--- src/rtl/sgram_cmd_pkg.sv ---
package sgram_cmd_pkg;

  typedef enum logic [3:0] {
    OP_NONE        = 4'd0,
    OP_MRS         = 4'd1,
    OP_SMRS        = 4'd2,
    OP_ACT         = 4'd3,
    OP_READ        = 4'd4,
    OP_WRITE       = 4'd5,
    OP_BLOCK_WRITE = 4'd6,
    OP_PRE         = 4'd7,
    OP_PRE_ALL     = 4'd8,
    OP_BSTOP       = 4'd9,
    OP_REFRESH     = 4'd10
  } sgram_op_e;

  typedef enum logic [2:0] {
    K_NOP, K_MRS, K_REF, K_PRE, K_ACT, K_WRITE, K_READ, K_BSTOP
  } cmd_kind_e;

  localparam logic [2:0] BL_FULL_PAGE = 3'b111;

endpackage

--- src/rtl/sgram_cmd_dec.sv ---
module sgram_cmd_dec
  import sgram_cmd_pkg::*;
(
  input  logic      cs_ni,
  input  logic      ras_ni,
  input  logic      cas_ni,
  input  logic      we_ni,
  output cmd_kind_e kind_o
);

  always_comb begin
    if (cs_ni) begin
      kind_o = K_NOP;
    end else begin
      case ({ras_ni, cas_ni, we_ni})
        3'b000:  kind_o = K_MRS;
        3'b001:  kind_o = K_REF;
        3'b010:  kind_o = K_PRE;
        3'b011:  kind_o = K_ACT;
        3'b100:  kind_o = K_WRITE;
        3'b101:  kind_o = K_READ;
        3'b110:  kind_o = K_BSTOP;
        default: kind_o = K_NOP;
      endcase
    end
  end

endmodule

--- src/rtl/sgram_bank_state.sv ---
module sgram_bank_state #(
  parameter int unsigned NUM_BANKS = 2
) (
  input  logic                 clk_i,
  input  logic                 rst_ni,
  input  logic                 act_en_i,
  input  logic                 act_bank_i,
  input  logic                 act_wpb_i,
  input  logic [NUM_BANKS-1:0] close_i,
  output logic [NUM_BANKS-1:0] open_o,
  output logic [NUM_BANKS-1:0] wpb_o
);

  for (genvar g = 0; g < NUM_BANKS; g++) begin : g_bank
    logic hit;
    assign hit = act_en_i && (act_bank_i == 1'(g));

    always_ff @(posedge clk_i or negedge rst_ni) begin
      if (!rst_ni) begin
        open_o[g] <= 1'b0;
        wpb_o[g]  <= 1'b0;
      end else if (hit) begin
        open_o[g] <= 1'b1;
        wpb_o[g]  <= act_wpb_i;
      end else if (close_i[g]) begin
        open_o[g] <= 1'b0;
        wpb_o[g]  <= 1'b0;
      end
    end

    AST_WPB_NEEDS_OPEN: assert property (@(posedge clk_i) disable iff (!rst_ni)
      wpb_o[g] |-> open_o[g]);
    AST_CLOSE_CLEARS: assert property (@(posedge clk_i) disable iff (!rst_ni)
      (close_i[g] && !hit) |=> (!open_o[g] && !wpb_o[g]));
  end

endmodule

--- src/rtl/sgram_ap_tracker.sv ---
module sgram_ap_tracker
  import sgram_cmd_pkg::*;
#(
  parameter int unsigned PAGE_LEN = 256
) (
  input  logic       clk_i,
  input  logic       rst_ni,
  input  logic       start_i,
  input  logic       bank_i,
  input  logic [2:0] burst_code_i,
  output logic       busy_o,
  output logic [1:0] close_o
);

  localparam int unsigned CNT_W = $clog2(PAGE_LEN + 1);

  logic [CNT_W-1:0] cnt_q;
  logic             bank_q;

  function automatic logic [CNT_W-1:0] burst_len(input logic [2:0] code);
    case (code)
      3'd1:         return CNT_W'(2);
      3'd2:         return CNT_W'(4);
      3'd3:         return CNT_W'(8);
      BL_FULL_PAGE: return CNT_W'(PAGE_LEN);
      default:      return CNT_W'(1);
    endcase
  endfunction

  always_ff @(posedge clk_i or negedge rst_ni) begin
    if (!rst_ni) begin
      cnt_q  <= '0;
      bank_q <= 1'b0;
    end else if (start_i) begin
      cnt_q  <= burst_len(burst_code_i);
      bank_q <= bank_i;
    end else if (cnt_q != '0) begin
      cnt_q <= cnt_q - CNT_W'(1);
    end
  end

  assign busy_o  = (cnt_q != '0);
  assign close_o = (cnt_q == CNT_W'(1)) ? (bank_q ? 2'b10 : 2'b01) : 2'b00;

  AST_AP_START_IDLE: assert property (@(posedge clk_i) disable iff (!rst_ni)
    start_i |-> !busy_o);

endmodule

--- src/rtl/sgram_dqm_pipe.sv ---
module sgram_dqm_pipe #(
  parameter int unsigned WIDTH = 4,
  parameter int unsigned LAT   = 2
) (
  input  logic             clk_i,
  input  logic             rst_ni,
  input  logic [WIDTH-1:0] dqm_i,
  output logic [WIDTH-1:0] hiz_o
);

  logic [WIDTH-1:0] stage_q [LAT];

  for (genvar g = 0; g < LAT; g++) begin : g_stage
    always_ff @(posedge clk_i or negedge rst_ni) begin
      if (!rst_ni)    stage_q[g] <= '0;
      else if (g == 0) stage_q[g] <= dqm_i;
      else            stage_q[g] <= stage_q[(g == 0) ? 0 : g-1];
    end
  end

  assign hiz_o = stage_q[LAT-1];

endmodule

--- src/rtl/sgram_cmd_decoder.sv ---
module sgram_cmd_decoder
  import sgram_cmd_pkg::*;
#(
  parameter int unsigned ADDR_W   = 11,
  parameter int unsigned DQM_W    = 4,
  parameter int unsigned BANK_BIT = 10,
  parameter int unsigned ALL_BIT  = 9,
  parameter int unsigned RD_LAT   = 2,
  parameter int unsigned PAGE_LEN = 256
) (
  input  logic              clk_i,
  input  logic              rst_ni,
  input  logic              cs_ni,
  input  logic              ras_ni,
  input  logic              cas_ni,
  input  logic              we_ni,
  input  logic              dsf_i,
  input  logic [ADDR_W-1:0] addr_i,
  input  logic [DQM_W-1:0]  dqm_i,
  output logic [3:0]        op_o,
  output logic              op_bank_o,
  output logic              masked_o,
  output logic              illegal_o,
  output logic [1:0]        bank_open_o,
  output logic [1:0]        wpb_o,
  output logic [DQM_W-1:0]  din_mask_o,
  output logic [DQM_W-1:0]  dout_hiz_o
);

  localparam int unsigned NUM_BANKS = 2;

  cmd_kind_e kind;
  sgram_op_e op_d, op_q;
  logic      bank_sel, all_sel, rw, illegal_d, masked_d, bank_d;
  logic      ap_busy, ap_start;
  logic [1:0] ap_close, pre_close, close_mask;
  logic [2:0] burst_code_q;
  logic [ADDR_W-1:0] unused_addr;

  assign unused_addr = addr_i;
  assign bank_sel    = addr_i[BANK_BIT];
  assign all_sel     = addr_i[ALL_BIT];

  sgram_cmd_dec u_dec (
    .cs_ni (cs_ni),
    .ras_ni(ras_ni),
    .cas_ni(cas_ni),
    .we_ni (we_ni),
    .kind_o(kind)
  );

  assign rw = (kind == K_READ) || (kind == K_WRITE);

  // rejection: closed row, running auto-precharge burst, non-page burst stop
  assign illegal_d = (rw && !bank_open_o[bank_sel])
                   || (rw && ap_busy)
                   || ((kind == K_BSTOP) && (burst_code_q != BL_FULL_PAGE));

  always_comb begin
    op_d     = OP_NONE;
    masked_d = 1'b0;
    bank_d   = 1'b0;
    case (kind)
      K_MRS:   op_d = dsf_i ? OP_SMRS : OP_MRS;
      K_REF:   op_d = OP_REFRESH;
      K_ACT:   begin op_d = OP_ACT; bank_d = bank_sel; end
      K_PRE:   begin
                 op_d   = all_sel ? OP_PRE_ALL : OP_PRE;
                 bank_d = all_sel ? 1'b0 : bank_sel;
               end
      K_READ:  begin op_d = OP_READ; bank_d = bank_sel; end
      K_WRITE: begin
                 op_d     = dsf_i ? OP_BLOCK_WRITE : OP_WRITE;
                 masked_d = wpb_o[bank_sel];
                 bank_d   = bank_sel;
               end
      K_BSTOP: op_d = OP_BSTOP;
      default: op_d = OP_NONE;
    endcase
    if (illegal_d) begin
      op_d     = OP_NONE;
      masked_d = 1'b0;
      bank_d   = 1'b0;
    end
  end

  always_ff @(posedge clk_i or negedge rst_ni) begin
    if (!rst_ni) begin
      op_q         <= OP_NONE;
      op_bank_o    <= 1'b0;
      masked_o     <= 1'b0;
      illegal_o    <= 1'b0;
      burst_code_q <= 3'd0;
    end else begin
      op_q      <= op_d;
      op_bank_o <= bank_d;
      masked_o  <= masked_d;
      illegal_o <= illegal_d;
      if (kind == K_MRS && !dsf_i) burst_code_q <= addr_i[2:0];
    end
  end

  assign op_o = op_q;

  assign pre_close  = (kind != K_PRE) ? 2'b00 :
                      all_sel ? 2'b11 : (bank_sel ? 2'b10 : 2'b01);
  assign close_mask = pre_close | ap_close;
  assign ap_start   = rw && all_sel && !illegal_d;

  sgram_bank_state #(.NUM_BANKS(NUM_BANKS)) u_banks (
    .clk_i     (clk_i),
    .rst_ni    (rst_ni),
    .act_en_i  (kind == K_ACT),
    .act_bank_i(bank_sel),
    .act_wpb_i (dsf_i),
    .close_i   (close_mask),
    .open_o    (bank_open_o),
    .wpb_o     (wpb_o)
  );

  sgram_ap_tracker #(.PAGE_LEN(PAGE_LEN)) u_ap (
    .clk_i       (clk_i),
    .rst_ni      (rst_ni),
    .start_i     (ap_start),
    .bank_i      (bank_sel),
    .burst_code_i(burst_code_q),
    .busy_o      (ap_busy),
    .close_o     (ap_close)
  );

  assign din_mask_o = dqm_i;

  sgram_dqm_pipe #(.WIDTH(DQM_W), .LAT(RD_LAT)) u_rd_mask (
    .clk_i (clk_i),
    .rst_ni(rst_ni),
    .dqm_i (dqm_i),
    .hiz_o (dout_hiz_o)
  );

  AST_RW_BANK_OPEN: assert property (@(posedge clk_i) disable iff (!rst_ni)
    (op_q inside {OP_READ, OP_WRITE, OP_BLOCK_WRITE}) |->
      (op_bank_o ? $past(bank_open_o[1]) : $past(bank_open_o[0])));
  AST_BSTOP_FULL_PAGE: assert property (@(posedge clk_i) disable iff (!rst_ni)
    (op_q == OP_BSTOP) |-> ($past(burst_code_q) == BL_FULL_PAGE));
  AST_PRE_ALL_CLOSES: assert property (@(posedge clk_i) disable iff (!rst_ni)
    (op_q == OP_PRE_ALL) |-> (bank_open_o == 2'b00 && wpb_o == 2'b00));
  AST_IDLE_HOLDS: assert property (@(posedge clk_i) disable iff (!rst_ni)
    ((op_q inside {OP_NONE, OP_REFRESH}) && !$past(ap_busy)) |->
      ($stable(bank_open_o) && $stable(wpb_o)));
  AST_MASK_ON_WRITE_ONLY: assert property (@(posedge clk_i) disable iff (!rst_ni)
    masked_o |-> (op_q inside {OP_WRITE, OP_BLOCK_WRITE}));
  AST_NO_RW_IN_BURST: assert property (@(posedge clk_i) disable iff (!rst_ni)
    (op_q inside {OP_READ, OP_WRITE, OP_BLOCK_WRITE}) |-> !$past(ap_busy));

endmodule

--- config.mk ---
export PLATFORM = sky130hd
export DESIGN_NAME = sgram_cmd_decoder
export DESIGN_NICKNAME = d
export VERILOG_FILES = /design/src/rtl/sgram_cmd_pkg.sv /design/src/rtl/sgram_cmd_dec.sv /design/src/rtl/sgram_bank_state.sv /design/src/rtl/sgram_ap_tracker.sv /design/src/rtl/sgram_dqm_pipe.sv /design/src/rtl/sgram_cmd_decoder.sv
export SDC_FILE = /design/constraint.sdc
export NUM_CORES = 1
export LEC_CHECK = 0
export CORE_UTILIZATION = 40
export DETAILED_ROUTE_END_ITERATION = 12
export PLACE_DENSITY = 0.78
export SLEW_MARGIN = 25
export SYNTH_ARGS = -nofsm -noshare
export SYNTH_HDL_FRONTEND = slang
export SYNTH_HIERARCHICAL = 1
export SYNTH_SLANG_ARGS = --single-unit
--- constraint.sdc ---
create_clock -name clk_i -period 2.92 [get_ports clk_i]
set_input_delay 0.584 -clock clk_i [delete_from_list [all_inputs] [get_ports clk_i]]
set_output_delay 0.584 -clock clk_i [all_outputs]
set_load 0.05 [all_outputs]
# Yosys cells after proc, flatten, opt, wreduce, memory -nomap -nowiden
# Index checks and enable logic that the tools add are counted.
[totals] input_bits=22 regBits=32 word_cells=87 output_inout_bits=19
[classes] n_eq_ne=20 bitwise_logic=2 magnitude_cmp=1 reduce_logical=20 n_addsub=1 mux=30
[op_table] op="one-hot mux 9 bit (4 select lines)" n=1
[op_table] op="one-hot mux 4 bit (7 select lines)" n=1
[op_table] op="== test 3 bit, second input constant" n=8
[op_table] op="one-hot mux 3 bit (7 select lines)" n=1
[op_table] op="== test 3 x 2 -> 1 bit, second input constant" n=6
[op_table] op="two-way mux 9 bit" n=2
[op_table] op="two-way mux 1 bit" n=14
[op_table] op="two-way mux 2 bit" n=7
[op_table] op="== test 3 x 1 -> 1 bit, second input constant" n=3
[op_table] op="== test 9 x 1 -> 1 bit, second input constant" n=1
[op_table] op="nonzero test 9 bit" n=1
[op_table] op="subtractor 9 x 1 -> 9 bit, second input constant" n=1
[op_table] op="logical AND 1 bit" n=8
[op_table] op="two-way mux 4 bit" n=2
[op_table] op="nonzero test 2 bit" n=3
[op_table] op="zero test 1 bit" n=3
[op_table] op="zero test 3 bit" n=1
[op_table] op="logical OR 1 bit" n=3
[op_table] op="two-way mux 3 bit" n=1
[op_table] op="inequality test 3 x 2 -> 1 bit, second input constant" n=1
[op_table] op="inequality test 3 bit, second input constant" n=1
[op_table] op="OR reduction 3 bit" n=1
[op_table] op="less-than comparator 1 x 2 -> 1 bit, second input constant" n=1
[op_table] op="OR 2 bit" n=1
[op_table] op="other kinds (2)" n=2

# Depth between registers and ports, before layout
[depth] depth_word=11 depth_mapped=9 depth_no_buf=9

# By module
# Netlist, hierarchy kept.
[by_module_without_submodules] module="sgram_cmd_decoder" cells_per_inst=61 seq_area_each_um2=250.2 area_per_inst_um2=630.6 n_inst=1
[by_module_without_submodules] module="sgram_ap_tracker" cells_per_inst=66 seq_area_each_um2=250.2 area_per_inst_um2=616.8 n_inst=1
[by_module_without_submodules] module="sgram_dqm_pipe" cells_per_inst=12 seq_area_each_um2=200.2 area_per_inst_um2=230.2 n_inst=1
[by_module_without_submodules] module="sgram_bank_state" cells_per_inst=14 seq_area_each_um2=100.1 area_per_inst_um2=166.4 n_inst=1
[by_module_without_submodules] module="sgram_cmd_dec" cells_per_inst=6 seq_area_each_um2=0.0 area_per_inst_um2=38.8 n_inst=1

# Least setup slack after synthesis
# OpenSTA, ideal clock, no wires.
[synth_path] path_kind="input to register" from="input port ras_ni" to="register u_ap.cnt_q[0]" stages=7 setup_ns=0.077 path_buffers=2 required_ns=2.843 setup_slack_ns=0.794 arrival_ns=2.049 path_cell_list="a21bo_1 > a21oi_1 > buf_6 > and4_1 > clkbuf_1 > o21ai_0 > o21ai_1"
[synth_via] elab_chain_cells=11 word_cells_on_any_way=23 cone_classes="9 x eq/ne; 3 x mux; 11 x reduce/logical"
[synth_rtl] element="start, declared" line="sgram_cmd_decoder.sv:14" source="input logic ras_ni,"
[synth_rtl] element="== test 3 bit, or another cell as far along" line="sgram_cmd_dec.sv:15" source="case ({ras_ni, cas_ni, we_ni})"
[synth_rtl] element="one-hot mux 3 bit (7 select lines) *" line="sgram_cmd_dec.sv:15"
[synth_rtl] element="two-way mux 3 bit *" line="sgram_cmd_dec.sv:12" source="if (cs_ni) begin"
[synth_rtl] element="named net kind[2]" line="sgram_cmd_decoder.sv:32" source="cmd_kind_e kind;"
[synth_rtl] element="== test 3 bit" line="sgram_cmd_decoder.sv:52" source="assign rw = (kind == K_READ) || (kind == K_WRITE);"
[synth_rtl] element="logical OR 1 bit" line="sgram_cmd_decoder.sv:52"
[synth_rtl] element="logical AND 1 bit, on equally long branches" line="sgram_cmd_decoder.sv:55, sgram_cmd_decoder.sv:56"
[synth_rtl] element="logical OR 1 bit" line="sgram_cmd_decoder.sv:56" source="|| (rw && ap_busy)"
[synth_rtl] element="logical OR 1 bit" line="sgram_cmd_decoder.sv:57" source="|| ((kind == K_BSTOP) && (burst_code_q != BL_FULL_PAGE));"
[synth_rtl] element="zero test 1 bit" line="sgram_cmd_decoder.sv:108" source="assign ap_start = rw && all_sel && !illegal_d;"
[synth_rtl] element="logical AND 1 bit *" line="sgram_cmd_decoder.sv:108"
[synth_rtl] element="named net ap_start" line="sgram_cmd_decoder.sv:35" source="logic ap_busy, ap_start;"
[synth_rtl] element="two-way mux 9 bit or nonzero test 2 bit (tied branches)"
[synth_rtl] element="end signal, assigned" line="sgram_ap_tracker.sv:35" source="cnt_q <= burst_len(burst_code_i);"
[synth_rtl] element="end signal, assigned" line="sgram_ap_tracker.sv:38" source="cnt_q <= cnt_q - CNT_W'(1);"
[synth_rtl] element="end, declared" line="sgram_ap_tracker.sv:17" source="logic [CNT_W-1:0] cnt_q;"
# The timed path passes the listed nets; every way through them passes the cells marked *.
# A chain may end at the register's enable or synchronous reset.

# Final worst setup path
[layout_path] from="input port dqm_i[3]" to="output port din_mask_o[3]"
[layout_lines] element="start, declared" line="sgram_cmd_decoder.sv:19" source="input logic [DQM_W-1:0] dqm_i,"
[layout_lines] element="end, declared" line="sgram_cmd_decoder.sv:26" source="output logic [DQM_W-1:0] din_mask_o,"
# No word-level cell between the ends.

==> flow_metrics.py <==
metrics = {
    "logic_synthesis": {
        "ys_types": 48,
        "netlist_area_sq_um": 1683,
        "synth_area_per_cell_sq_um": 10.58,
        "synth_warnings": 6,
        "synth_top_area_cell": "dfrtp_1",
        "seq_area_frac_synth_pct": 47.58,
        "synth_nets": 183,
        "ys_dominant_reg_cell": "dfrtp_1",
        "ys_top_cells_by_area": "dfrtp_1, nor2_1, buf_4",
        "async_flop_share_pct": 100.0,
        "synth-seq-cells": 32,
        "syn_inst": 159,
        "yosys.area.top_type_share_pct": 47.58,
        "synth_edf_count": 0,
    },
    "grt": {
        "grt_pass1_vias": 1063,
        "grt_max_degree": 33,
        "grt_first_pass_wirelength_microns": 4802,
        "grt_overflow_total": 0,
        "track_usage_pct": 14.68,
        "antenna_found_initial": 0,
    },
    "power_and_ir_drop": {
        "powerDensity_nw_per_um2": 556.8,
        "p_leak_nw": 0.9252,
        "ir_worst_vdd_v": 0.0002753,
    },
    "floorplanning": {
        "start_util_pct": 41.77,
        "die_w_microns": 66.86,
        "row_count": 23,
        "die-area_sq_um": 4470,
        "ios": 41,
        "die_y_microns": 66.86,
        "core-area_sq_um": 4029,
    },
    "finish": {
        "seqCellArea_sq_um": 800.8,
        "diodes": 0,
        "final_nets": 218,
        "final_util_pct": 53.14,
        "area_growth_pct": 27.21,
        "fillers": 385,
        "multi_input_area_sq_um": 747.0,
        "post-route-cell-area_sq_um": 2141,
        "post_route_cells_drive_above_1_share_pct": 13.33,
    },
    "placement": {
        "port_buffers": 34,
        "place_ws_ns": 0.2390,
        "dpl-instance-area_sq_um": 2033,
        "place_congestion": 0.7510,
        "dpl.hpwl_microns": 2161,
    },
    "timing": {
        "rsz0062_at_grt": "no",
        "slew_headroom_pct": 65.71,
        "min_period_ns": 2.458,
        "clock.fmax_ghz": 0.4068,
        "fin_setup_tns_ns": 0,
        "drv_slew": 0,
        "fin_ws_ns": 0.4617,
        "finalCritPeriodShare_pct": 84.19,
        "tightest_slew_ns": 0.5128,
        "setup_violations": 0,
        "finalClockSkew_ns": 0.003845,
        "hold_viol_final": 0,
    },
    "clock_network": {
        "tritoncts": "yes",
        "numCtsBuffers": 5,
        "clk_latency_ns": 0.28,
        "cts_max_path_buffers": 2,
        "cts-root-buf": "clkbuf_8",
        "postCtsHoldBufs": 0,
        "clk_pin_slew_worst_paths_ns": 0.06,
        "cts_resized": 0,
        "clkSinkCount": 32,
        "cts_max_level": 2,
        "postCtsSetupRepairBufs": 0,
    },
    "critical_path": {
        "path_delay_family": "buffers and inverters",
        "worst-setup-path-type": "in -> out",
        "ff2ff_setup_slack_ns": 0.60,
        "critical_path.slowest_cell": "clkdlybuf4s50_1",
        "cp_max_fo": 2,
        "cp_cell_sequence": "clkdlybuf4s50_1 > clkdlybuf4s50_1",
        "slowest_delay_ns": 0.81,
        "arrival_ns": 1.87,
        "r2r-start": "u_ap/cnt_q[0]",
        "required_ns": 2.34,
        "cp_common_cell": "clkdlybuf4s50_1",
        "cp-start-kind": "input port",
        "cp_num_buf_inv": 2,
        "end_kind": "output port",
        "regToRegEndpoint": "u_ap/cnt_q[2]",
        "ff2ff_path_depth": 8,
    },
    "detailed_routing": {
        "vias": 1242,
        "drc": 0,
        "drt_first_pass_iters": 4,
        "postRouteAntennaNets": 0,
        "drt_iter0_markers": 29,
        "routed_wl_microns": 2926,
        "avgViaCountPerCell": 5.069,
        "post_drt_wl_per_cell_microns": 11.94,
    },
    "min_path": {
        "holdPathEnd": "u_rd_mask/hiz_o[3]",
        "hp-class": "reg -> reg",
        "hold_depth": 0,
        "worstHoldStart": "u_rd_mask/stage_q[7]",
    },
    "job": {
        "cap_violations": 0,
    },
    "run_status": {
        "outcome": "complete, no violations",
    },
}
-- power by group --
| part | internal, W | leakage (nW) | total [W] | switching [W] |
|---|---|---|---|---|
| clock network | 0.000253 | 0.0552 | 0.000408 | 0.000155 |
| registers | 0.000480 | 0.385 | 0.000513 | 0.0000331 |
| logic | 0.000107 | 0.485 | 0.000271 | 0.000164 |
-- layout make-up --
type	instances	share of cell area, %
timing repair buffer	40	18.00
multi-input combinational	105	34.89
tap	50	2.922
sequential	32	37.41
inverter	10	1.753
clock inverter	2	1.636
clock buffer	6	3.390
-- logic make-up after synthesis --
| logic type | share of synthesized area (%) |
|---|---|
| AND/OR/NAND/NOR | 21.04 |
| flip-flops | 47.58 |
| AO/OA/AOI/OAI | 12.57 |
| buffers and inverters | 8.030 |
| multiplexers | 6.245 |
| XOR/XNOR | 3.048 |
| adder cells (fa/ha/maj) | 1.487 |
-- sequential cells by signal, summed over array words and instances (netlist names) --
register,cells
masked_o,1
u_banks/wpb_o,2
u_rd_mask/hiz_o,4
u_ap/cnt_q,9
u_banks/open_o,2
op_bank_o,1
burst_code_q,3
illegal_o,1
u_ap/bank_q,1
op_o,4
u_rd_mask/stage_q,4
-- synthesized netlist by cell type, types with 3 or more instances --
cell and instances:
a21oi_1 7, buf_4 8, buf_6 3, dfrtp_1 32, inv_1 10, mux2_1 3, mux2i_1 3, nand2_1 10
nand2b_1 3, nand3_1 3, nor2_1 17, nor2b_1 6, o21ai_0 6, o21ai_1 4, xnor2_1 4
-- worst max path at each step --
stage,startpoint,endpoint,slack (ns),cells after the start
floorplan,ras_ni,u_ap/cnt_q[0],0.79,7
global placement,ras_ni,u_ap/cnt_q[2],0.28,6
detailed placement,cas_ni,u_ap/cnt_q[2],0.24,6
CTS,dqm_i[2],din_mask_o[2],0.45,2
global route,we_ni,u_ap/cnt_q[2],0.37,6
finish,dqm_i[3],din_mask_o[3],0.46,2
-- cell usage in the layout (no fill, tap or decap), types with 4 or more instances in the layout --
cell type	netlist	routed
o21ai_1	4	4
dfrtp_1	32	32
nor2b_1	6	6
o21ai_0	6	6
clkbuf_8	0	5
inv_1	10	10
xnor2_1	4	4
a21oi_1	7	7
nor2_1	17	17
nand2_1	10	10
buf_4	8	6
clkdlybuf4s50_1	0	34
-- layer usage --
layer | share of wire [%] | GRT usage, %
met5 | 0 | 0
met4 | 0.62 | 7.181
met3 | 4.5 | 3.082
met2 | 50 | 21.97
met1 | 45 | 19.98
-- per-stage QoR --
stage                     hold slack [ns]  cells  power (W)
final                              0.3495    245   0.001192
after global routing               0.3631    245   0.001247
after CTS                          0.3546    245   0.001210
after detailed placement           0.3396    237  0.0007927
after global placement             0.3332    237  0.0007887
after floorplan                    0.2884    159  0.0006958
No activity file was read; power rests on OpenSTA's default activity.
